===== src/rtl/vag_pkg.sv =====
package vag_pkg;
  typedef enum logic [1:0] {
    ST_IDLE  = 2'd0,
    ST_FETCH = 2'd1,
    ST_RUN   = 2'd2,
    ST_DONE  = 2'd3
  } vag_state_e;
endpackage


===== src/rtl/vag_cfg_check.sv =====
module vag_cfg_check #(
  parameter int SLOT_W = 6,
  parameter int PAIR_W = 3
) (
  input  logic              mask_en_i,
  input  logic [PAIR_W-1:0] mask_pair_i,
  input  logic [SLOT_W-1:0] slot_lo_i,
  input  logic [SLOT_W-1:0] slot_hi_i,
  output logic              ok_o
);
  // pair index must be even; window must not be inverted
  always_comb ok_o = (!mask_en_i || !mask_pair_i[0]) && (slot_hi_i >= slot_lo_i);
endmodule


===== src/rtl/vag_mask_sel.sv =====
module vag_mask_sel #(
  parameter int SLOTS  = 64,
  parameter int SLOT_W = $clog2(SLOTS)
) (
  input  logic [SLOTS/2-1:0] w0_i,
  input  logic [SLOTS/2-1:0] w1_i,
  input  logic               en_i,
  input  logic [SLOT_W-1:0]  slot_i,
  output logic               bit_o
);
  localparam logic [SLOT_W-1:0] TOP = SLOT_W'(SLOTS - 1);
  logic [SLOTS-1:0]  vec;
  logic [SLOT_W-1:0] pos;

  always_comb begin
    vec   = {w0_i, w1_i};
    pos   = TOP - slot_i;
    bit_o = !en_i || vec[pos];
  end
endmodule


===== src/rtl/vag_addr_acc.sv =====
module vag_addr_acc #(
  parameter int ADDR_W   = 64,
  parameter int NARROW_W = 32,
  parameter int STRIDE_W = 10
) (
  input  logic                clk_i,
  input  logic                rst_ni,
  input  logic                load_i,
  input  logic [ADDR_W-1:0]   load_val_i,
  input  logic                wide_i,
  input  logic                step_i,
  input  logic [STRIDE_W-1:0] stride_i,
  input  logic [1:0]          size_i,
  output logic [ADDR_W-1:0]   addr_o
);
  localparam int EXT_W = ADDR_W - STRIDE_W;

  logic [ADDR_W-1:0] acc_q, step_w, sum_w, nxt_w;

  function automatic logic [ADDR_W-1:0] fit(input logic [ADDR_W-1:0] v, input logic wide);
    fit = wide ? v : {{(ADDR_W-NARROW_W){1'b0}}, v[NARROW_W-1:0]};
  endfunction

  always_comb begin
    step_w = {{EXT_W{stride_i[STRIDE_W-1]}}, stride_i} << size_i;
    sum_w  = acc_q + step_w;
    nxt_w  = load_i ? fit(load_val_i, wide_i) : fit(sum_w, wide_i);
  end

  always_ff @(posedge clk_i or negedge rst_ni) begin
    if (!rst_ni)                acc_q <= '0;
    else if (load_i || step_i)  acc_q <= nxt_w;
  end

  assign addr_o = acc_q;

  p_scalar_hold_r3: assert property (@(posedge clk_i) disable iff (!rst_ni)
    (step_i && !load_i && stride_i == '0) |=> $stable(acc_q));

  p_narrow_wrap_r8: assert property (@(posedge clk_i) disable iff (!rst_ni)
    ((load_i || step_i) && !wide_i) |=> (acc_q[ADDR_W-1:NARROW_W] == '0));
endmodule


===== src/rtl/vag_ctrl.sv =====
module vag_ctrl
  import vag_pkg::*;
#(
  parameter int SLOT_W = 6
) (
  input  logic              clk_i,
  input  logic              rst_ni,
  input  logic              start_i,
  input  logic              cfg_ok_i,
  input  logic              indirect_i,
  input  logic              ptr_rvalid_i,
  input  logic [SLOT_W-1:0] len_m1_i,
  input  logic              mask_bit_i,
  input  logic              elem_ready_i,
  output logic              accept_o,
  output logic              load_o,
  output logic              ptr_req_o,
  output logic              step_o,
  output logic [SLOT_W-1:0] idx_o,
  output logic              elem_valid_o,
  output logic              done_o,
  output logic              err_o,
  output logic              busy_o
);
  vag_state_e        state_q, state_d;
  logic [SLOT_W-1:0] idx_q;
  logic              err_q, last_w;

  always_comb begin
    accept_o     = (state_q == ST_IDLE) && start_i && cfg_ok_i;
    ptr_req_o    = (state_q == ST_FETCH);
    load_o       = (accept_o && !indirect_i) || (ptr_req_o && ptr_rvalid_i);
    elem_valid_o = (state_q == ST_RUN) && mask_bit_i;
    step_o       = (state_q == ST_RUN) && (!mask_bit_i || elem_ready_i);
    last_w       = (idx_q == len_m1_i);
    done_o       = (state_q == ST_DONE);
    busy_o       = (state_q != ST_IDLE);

    state_d = state_q;
    unique case (state_q)
      ST_IDLE:  if (accept_o) state_d = indirect_i ? ST_FETCH : ST_RUN;
      ST_FETCH: if (ptr_rvalid_i) state_d = ST_RUN;
      ST_RUN:   if (step_o && last_w) state_d = ST_DONE;
      ST_DONE:  state_d = ST_IDLE;
      default:  state_d = ST_IDLE;
    endcase
  end

  always_ff @(posedge clk_i or negedge rst_ni) begin
    if (!rst_ni) begin
      state_q <= ST_IDLE;
      idx_q   <= '0;
      err_q   <= 1'b0;
    end else begin
      state_q <= state_d;
      err_q   <= (state_q == ST_IDLE) && start_i && !cfg_ok_i;
      if (accept_o)                idx_q <= '0;
      else if (step_o && !last_w)  idx_q <= idx_q + 1'b1;
    end
  end

  assign idx_o = idx_q;
  assign err_o = err_q;

  p_hold_r9: assert property (@(posedge clk_i) disable iff (!rst_ni)
    (elem_valid_o && !elem_ready_i) |=> (elem_valid_o && $stable(idx_q)));

  p_done_pulse_r10: assert property (@(posedge clk_i) disable iff (!rst_ni)
    done_o |=> (!done_o && !busy_o));

  p_err_idle_r6: assert property (@(posedge clk_i) disable iff (!rst_ni)
    err_o |-> (!busy_o && !elem_valid_o));

  p_req_busy_r7: assert property (@(posedge clk_i) disable iff (!rst_ni)
    (ptr_req_o && !ptr_rvalid_i) |=> ptr_req_o);
endmodule


===== src/rtl/vec_agen.sv =====
module vec_agen #(
  parameter int ADDR_W   = 64,
  parameter int NARROW_W = 32,
  parameter int SLOTS    = 64,
  parameter int STRIDE_W = 10,
  parameter int PAIR_W   = 3
) (
  input  logic                      clk_i,
  input  logic                      rst_ni,
  input  logic                      start_i,
  input  logic [ADDR_W-1:0]         ea_i,
  input  logic                      indirect_i,
  input  logic                      addr64_i,
  input  logic [STRIDE_W-1:0]       stride_i,
  input  logic [1:0]                size_i,
  input  logic [$clog2(SLOTS)-1:0]  slot_lo_i,
  input  logic [$clog2(SLOTS)-1:0]  slot_hi_i,
  input  logic                      mask_en_i,
  input  logic [PAIR_W-1:0]         mask_pair_i,
  input  logic [SLOTS/2-1:0]        mask_w0_i,
  input  logic [SLOTS/2-1:0]        mask_w1_i,
  output logic                      ptr_req_o,
  output logic [ADDR_W-1:0]         ptr_addr_o,
  input  logic                      ptr_rvalid_i,
  input  logic [ADDR_W-1:0]         ptr_rdata_i,
  output logic                      elem_valid_o,
  input  logic                      elem_ready_i,
  output logic [ADDR_W-1:0]         elem_addr_o,
  output logic [$clog2(SLOTS)-1:0]  elem_slot_o,
  output logic                      busy_o,
  output logic                      done_o,
  output logic                      err_o
);
  localparam int SLOT_W = $clog2(SLOTS);
  localparam int HALF   = SLOTS / 2;

  logic                cfg_ok, accept, load, step, mask_bit, wide_sel;
  logic [SLOT_W-1:0]   idx, len_m1, slot_w;
  logic [ADDR_W-1:0]   load_val;

  logic [ADDR_W-1:0]   ea_q;
  logic                wide_q, men_q;
  logic [STRIDE_W-1:0] stride_q;
  logic [1:0]          size_q;
  logic [SLOT_W-1:0]   lo_q, hi_q;
  logic [HALF-1:0]     w0_q, w1_q;

  always_ff @(posedge clk_i or negedge rst_ni) begin
    if (!rst_ni) begin
      ea_q <= '0; wide_q <= 1'b0; men_q <= 1'b0; stride_q <= '0; size_q <= '0;
      lo_q <= '0; hi_q <= '0; w0_q <= '0; w1_q <= '0;
    end else if (accept) begin
      ea_q     <= addr64_i ? ea_i : {{(ADDR_W-NARROW_W){1'b0}}, ea_i[NARROW_W-1:0]};
      wide_q   <= addr64_i;
      men_q    <= mask_en_i;
      stride_q <= stride_i;
      size_q   <= size_i;
      lo_q     <= slot_lo_i;
      hi_q     <= slot_hi_i;
      w0_q     <= mask_w0_i;
      w1_q     <= mask_w1_i;
    end
  end

  always_comb begin
    len_m1   = hi_q - lo_q;
    slot_w   = lo_q + idx;
    wide_sel = accept ? addr64_i : wide_q;
    load_val = ptr_req_o ? ptr_rdata_i : ea_i;
  end

  vag_cfg_check #(.SLOT_W(SLOT_W), .PAIR_W(PAIR_W)) u_cfg (
    .mask_en_i(mask_en_i), .mask_pair_i(mask_pair_i),
    .slot_lo_i(slot_lo_i), .slot_hi_i(slot_hi_i), .ok_o(cfg_ok)
  );

  vag_mask_sel #(.SLOTS(SLOTS), .SLOT_W(SLOT_W)) u_mask (
    .w0_i(w0_q), .w1_i(w1_q), .en_i(men_q), .slot_i(slot_w), .bit_o(mask_bit)
  );

  vag_ctrl #(.SLOT_W(SLOT_W)) u_ctrl (
    .clk_i(clk_i), .rst_ni(rst_ni), .start_i(start_i), .cfg_ok_i(cfg_ok),
    .indirect_i(indirect_i), .ptr_rvalid_i(ptr_rvalid_i), .len_m1_i(len_m1),
    .mask_bit_i(mask_bit), .elem_ready_i(elem_ready_i), .accept_o(accept),
    .load_o(load), .ptr_req_o(ptr_req_o), .step_o(step), .idx_o(idx),
    .elem_valid_o(elem_valid_o), .done_o(done_o), .err_o(err_o), .busy_o(busy_o)
  );

  vag_addr_acc #(.ADDR_W(ADDR_W), .NARROW_W(NARROW_W), .STRIDE_W(STRIDE_W)) u_acc (
    .clk_i(clk_i), .rst_ni(rst_ni), .load_i(load), .load_val_i(load_val),
    .wide_i(wide_sel), .step_i(step), .stride_i(stride_q), .size_i(size_q),
    .addr_o(elem_addr_o)
  );

  assign ptr_addr_o  = ea_q;
  assign elem_slot_o = slot_w;

  p_slot_window_r4: assert property (@(posedge clk_i) disable iff (!rst_ni)
    elem_valid_o |-> (elem_slot_o >= lo_q && elem_slot_o <= hi_q));

  p_stall_stable_r9: assert property (@(posedge clk_i) disable iff (!rst_ni)
    (elem_valid_o && !elem_ready_i) |=> ($stable(elem_addr_o) && $stable(elem_slot_o)));

  p_cfg_frozen_r10: assert property (@(posedge clk_i) disable iff (!rst_ni)
    (busy_o && !done_o) |=> ($stable(lo_q) && $stable(stride_q) && $stable(w0_q)));
endmodule


===== config.mk =====
export PLATFORM = sky130hd
export DESIGN_NAME = vec_agen
export DESIGN_NICKNAME = d
export VERILOG_FILES = /design/src/rtl/vag_pkg.sv /design/src/rtl/vag_cfg_check.sv /design/src/rtl/vag_mask_sel.sv /design/src/rtl/vag_addr_acc.sv /design/src/rtl/vag_ctrl.sv /design/src/rtl/vec_agen.sv
export SDC_FILE = /design/constraint.sdc
export NUM_CORES = 1
export LEC_CHECK = 0
export BUFFER_PORTS_ARGS = -buffer_cell sky130_fd_sc_hd__buf_2
export CAP_MARGIN = 20
export CORE_MARGIN = 4
export CORE_UTILIZATION = 55
export CTS_CLUSTER_DIAMETER = 50
export DETAILED_ROUTE_END_ITERATION = 7
export PLACE_DENSITY = 0.79
export SKIP_CTS_REPAIR_TIMING = 1
export SLEW_MARGIN = 25
export SYNTH_ARGS = -nofsm -noshare
export SYNTH_HDL_FRONTEND = slang
export SYNTH_SLANG_ARGS = --single-unit

===== constraint.sdc =====
create_clock -name clk_i -period 5.65 [get_ports clk_i]
set_input_delay 0.565 -clock clk_i [delete_from_list [all_inputs] [get_ports clk_i]]
set_output_delay 0.565 -clock clk_i [all_outputs]
set_load 0.03 [all_outputs]

==> out/results.txt <==
CP bufs+invs -> 0
Skew final -> 0.0156 ns
Via Count -> 13773
Largest net degree at the start of global routing -> 129
FF-to-FF setup slack -> 1.09 ns
Post-Place Cells -> 2324
Slowest CP cell -> dfrtp_1
Post-synth EDFFs -> 0
Worst-path cell chain -> mux4_2 > ha_1 > and3_1 > a221oi_1 > or2_1 > a31oi_2 > a31oi_2 > o31ai_1 > o221ai_2 > mux2i_1 > o2111ai_1 > o31ai_1 > a221o_1
Peak supply drop -> 0.338 mV
Register-to-Register Path Depth -> 13
Reg2reg start -> size_q[0]
Tightest Hold Check Type -> in -> reg
CP required -> 6.07 ns
Syn nets -> 2032
PortBufs -> 363
Slew HR -> 36.7%
Worst-path fanout max -> 16
# fillers -> 2080
DRT Wirelength -> 44000 µm
Clk_lat worst skew -> 0.54 ns
Die Area -> 0.0297 mm²
CTS tree -> yes
P_sw -> 5.83 mW
Worst Max-Slew Pin Slew -> 0.949 ns
Worst Setup EP -> u_acc.addr_o[63]
Max incr delay on CP -> 0.73 ns
Reg-to-reg endpoint -> u_acc.addr_o[63]
Wire per inst -> 18.5 µm
I/O pin cnt -> 366
Die X-Extent -> 172 µm
Crit path launch type -> register
Post-synth top area cell -> dfrtp_1
RSZ-0062 raised after global routing -> no
Type of the worst setup path -> reg -> reg
Inserted Clock Buffers -> 27
Internal -> 6.50 mW
Delay-heaviest family, CP -> compound AO/OA/AOI/OAI gates
Hold Vio Cnt, Final -> 0
Tcrit/Tclk final -> 80.7%
Clk sinks -> 227
GRT Util Overall -> 28.5%
Depth of the CTS H-tree -> 1
Total grt overflow -> 0
Yosys warns -> 0
Vias in the first global route -> 13401
Drt via density -> 5.80
Initial antenna violation count -> 1
HPWL Detailed -> 32400 µm
CP Launch Point -> size_q[0]
Synth Instances -> 1717
Setup TNS -> 0 ns
Drt initial violations -> 882
Core ar. -> 0.0264 mm²
Post-synth top flop -> dfrtp_1
Status -> finished clean
Fraction of layout cells with a size suffix above 1 -> 23.6%
Stages on worst setup path -> 13
Power Density -> 691 mW/mm²
Period minus WS final -> 4.56 ns
Clock root buffer -> clkbuf_16
Max-slew violations -> 0
GP Congestion -> 0.937
Bufs on Longest Clock Path -> 3
Total Nets Final -> 2335
First-pass GRT wire length -> 68900 µm
Worst setup EP type -> register
Total of max-cap violations -> 0
Fmax -> 219 MHz
Worst EP arrival -> 4.98 ns
Most frequent cell after synthesis -> nand2_1
First-pass iteration count of the detailed router -> 5
Final cell count without fillers -> 2376
Yosys top cell area share -> 38.2%
Area contributors post-synth -> dfrtp_1, nand2_1, ha_1, mux2i_1, a21oi_1
Switching fraction of total power -> 47.3%
Synth Register Bits -> 227
Final setup fails -> 0
Seq pwr share -> 23.5%
Post-Syn Area -> 0.0149 mm²
Ys async rst share -> 100%
Clock share of power -> 15.7%
Seq/Total Area, Yosys -> 38.2%
Pleak -> 9.18 nW
Die Y -> 172 µm
Row cnt -> 59
Syn_area_per_cell -> 8.66 µm²
DRC Markers -> 0
Initial core utilization -> 56.4%
Antenna Nets Post-Route -> 0
Layout Area Growth over Synthesis -> 19.9%
Gate power share -> 60.8%
Distinct cells, synth -> 72
Top cells by count, synth -> nand2_1, dfrtp_1, a21oi_1
CTS clk-pin slew, worst paths -> 0.06 ns
## cells in the final DEF (no fill, tap or decap), types with 5 or more instances in the layout
cell type  count
xor2_1        24
o21a_1         9
inv_1         37
o21ai_1       15
nand3b_1       5
nand2b_1       5
xnor2_1       51
buf_4         15
nor2_1        56
o21ai_0       52
o31ai_1        5
o31ai_2        5
a22o_1         6
a21oi_1      125
nor2b_1       39
clkbuf_16     27
o211ai_1       5
clkbuf_8       5
a31oi_1        8
buf_2        362
nor3_1        21
dfrtp_1      226
ha_1          84
o221ai_1       5
bufinv_16      6
a211oi_1      32
nand2_1      491
or3_1          6
o22ai_1        7
o21bai_1      14
mux4_2        23
mux2i_1       76
and3_1         8
a21o_1        40
nand4_1       18
nand3_1       43
## through the flow
stage / area (µm²) / hold slack (ns) / setup slack [ns] / utilization (%) / power [mW]
after floorplan: 14900 / 0.269 / 1.29 / - / 8.57
after global placement: 16800 / 0.445 / 1.23 / 63.7 / 10.2
after detailed placement: 16800 / 0.451 / 1.14 / 63.7 / 10.3
after CTS: 17800 / 0.178 / 1.13 / 67.5 / 12.3
after global routing: 17800 / 0.203 / 0.831 / 67.6 / 13.2
final: 17800 / 0.216 / 1.09 / 67.6 / 12.3
## per-layer routing
layer,global-route usage (%),routed length (µm),vias up
met1,38.8,18600,6632
met4,7.45,1150,0
met2,48.0,21400,478
li1,-,-,6589
met5,0,0,-
met3,4.28,2870,74
## worst reg2reg max path, cell delays in order (launching register included)
cell       delay, ns
dfrtp_1         0.73
mux4_2          0.58
ha_1            0.36
and3_1          0.29
a221oi_1        0.14
or2_1           0.26
a31oi_2         0.37
a31oi_2         0.27
o31ai_1         0.45
o221ai_2        0.23
mux2i_1         0.18
o2111ai_1       0.22
o31ai_1         0.10
a221o_1         0.27
## flip-flops by register name (all words and copies together) (netlist names)
register and count:
ptr_addr_o 64, u_acc.addr_o 64, w0_q 32, w1_q 32, stride_q 10, hi_q 6
lo_q 6, u_ctrl.idx_o 6, size_q 2, u_ctrl.state_q 2, men_q 1, u_ctrl.err_o 1
wide_q 1
## power by group through the flow
stage	logic (mW)	clock network (mW)	registers, mW
3_5_place_dp	7.44	0	2.90
2_1_floorplan	5.08	0	3.49
3_3_place_gp	7.28	0	2.87
6_report	7.50	1.93	2.89
4_1_cts	7.49	1.96	2.89
5_1_grt	8.19	2.04	2.99
## worst min path at each step
stage,start,to,slack [ns],depth (start not counted)
detailed placement,ptr_addr_o[49],ptr_addr_o[49],0.45,2
CTS,rst_ni,u_acc.addr_o[56],0.18,1
global placement,ptr_addr_o[32],ptr_addr_o[32],0.45,2
global route,mask_w0_i[9],w0_q[9],0.20,3
finish,mask_w1_i[9],w1_q[9],0.22,3
floorplan,rst_ni,hi_q[0],0.27,0
## logic make-up (layout without fill, tap and decap cells)
family	Yosys count	in the layout	share of synthesized area [%]
AOI/OAI and AO/OA	371	371	16.5
xor gates and xnor gates	76	76	4.53
adders and majority gates	88	88	7.56
buffers and inverters	143	466	4.12
DFF	227	227	38.2
muxes	103	103	8.91
other	0	1	0
and+or+nand+nor	709	709	20.2
## area by class of cell
cell class              count  area (µm²)  area share [%]
repair buffers            380        1980            11.1
inverters                  37         139           0.779
well taps                 335         419            2.35
clock buffers              36         759            4.26
flip-flops and latches    227        5680            31.9
diodes                      1        2.50          0.0140
multi-input cells        1347        8610            48.3
clock inverters            13         238            1.33
Note: power is estimated with default switching activity, not from simulation.
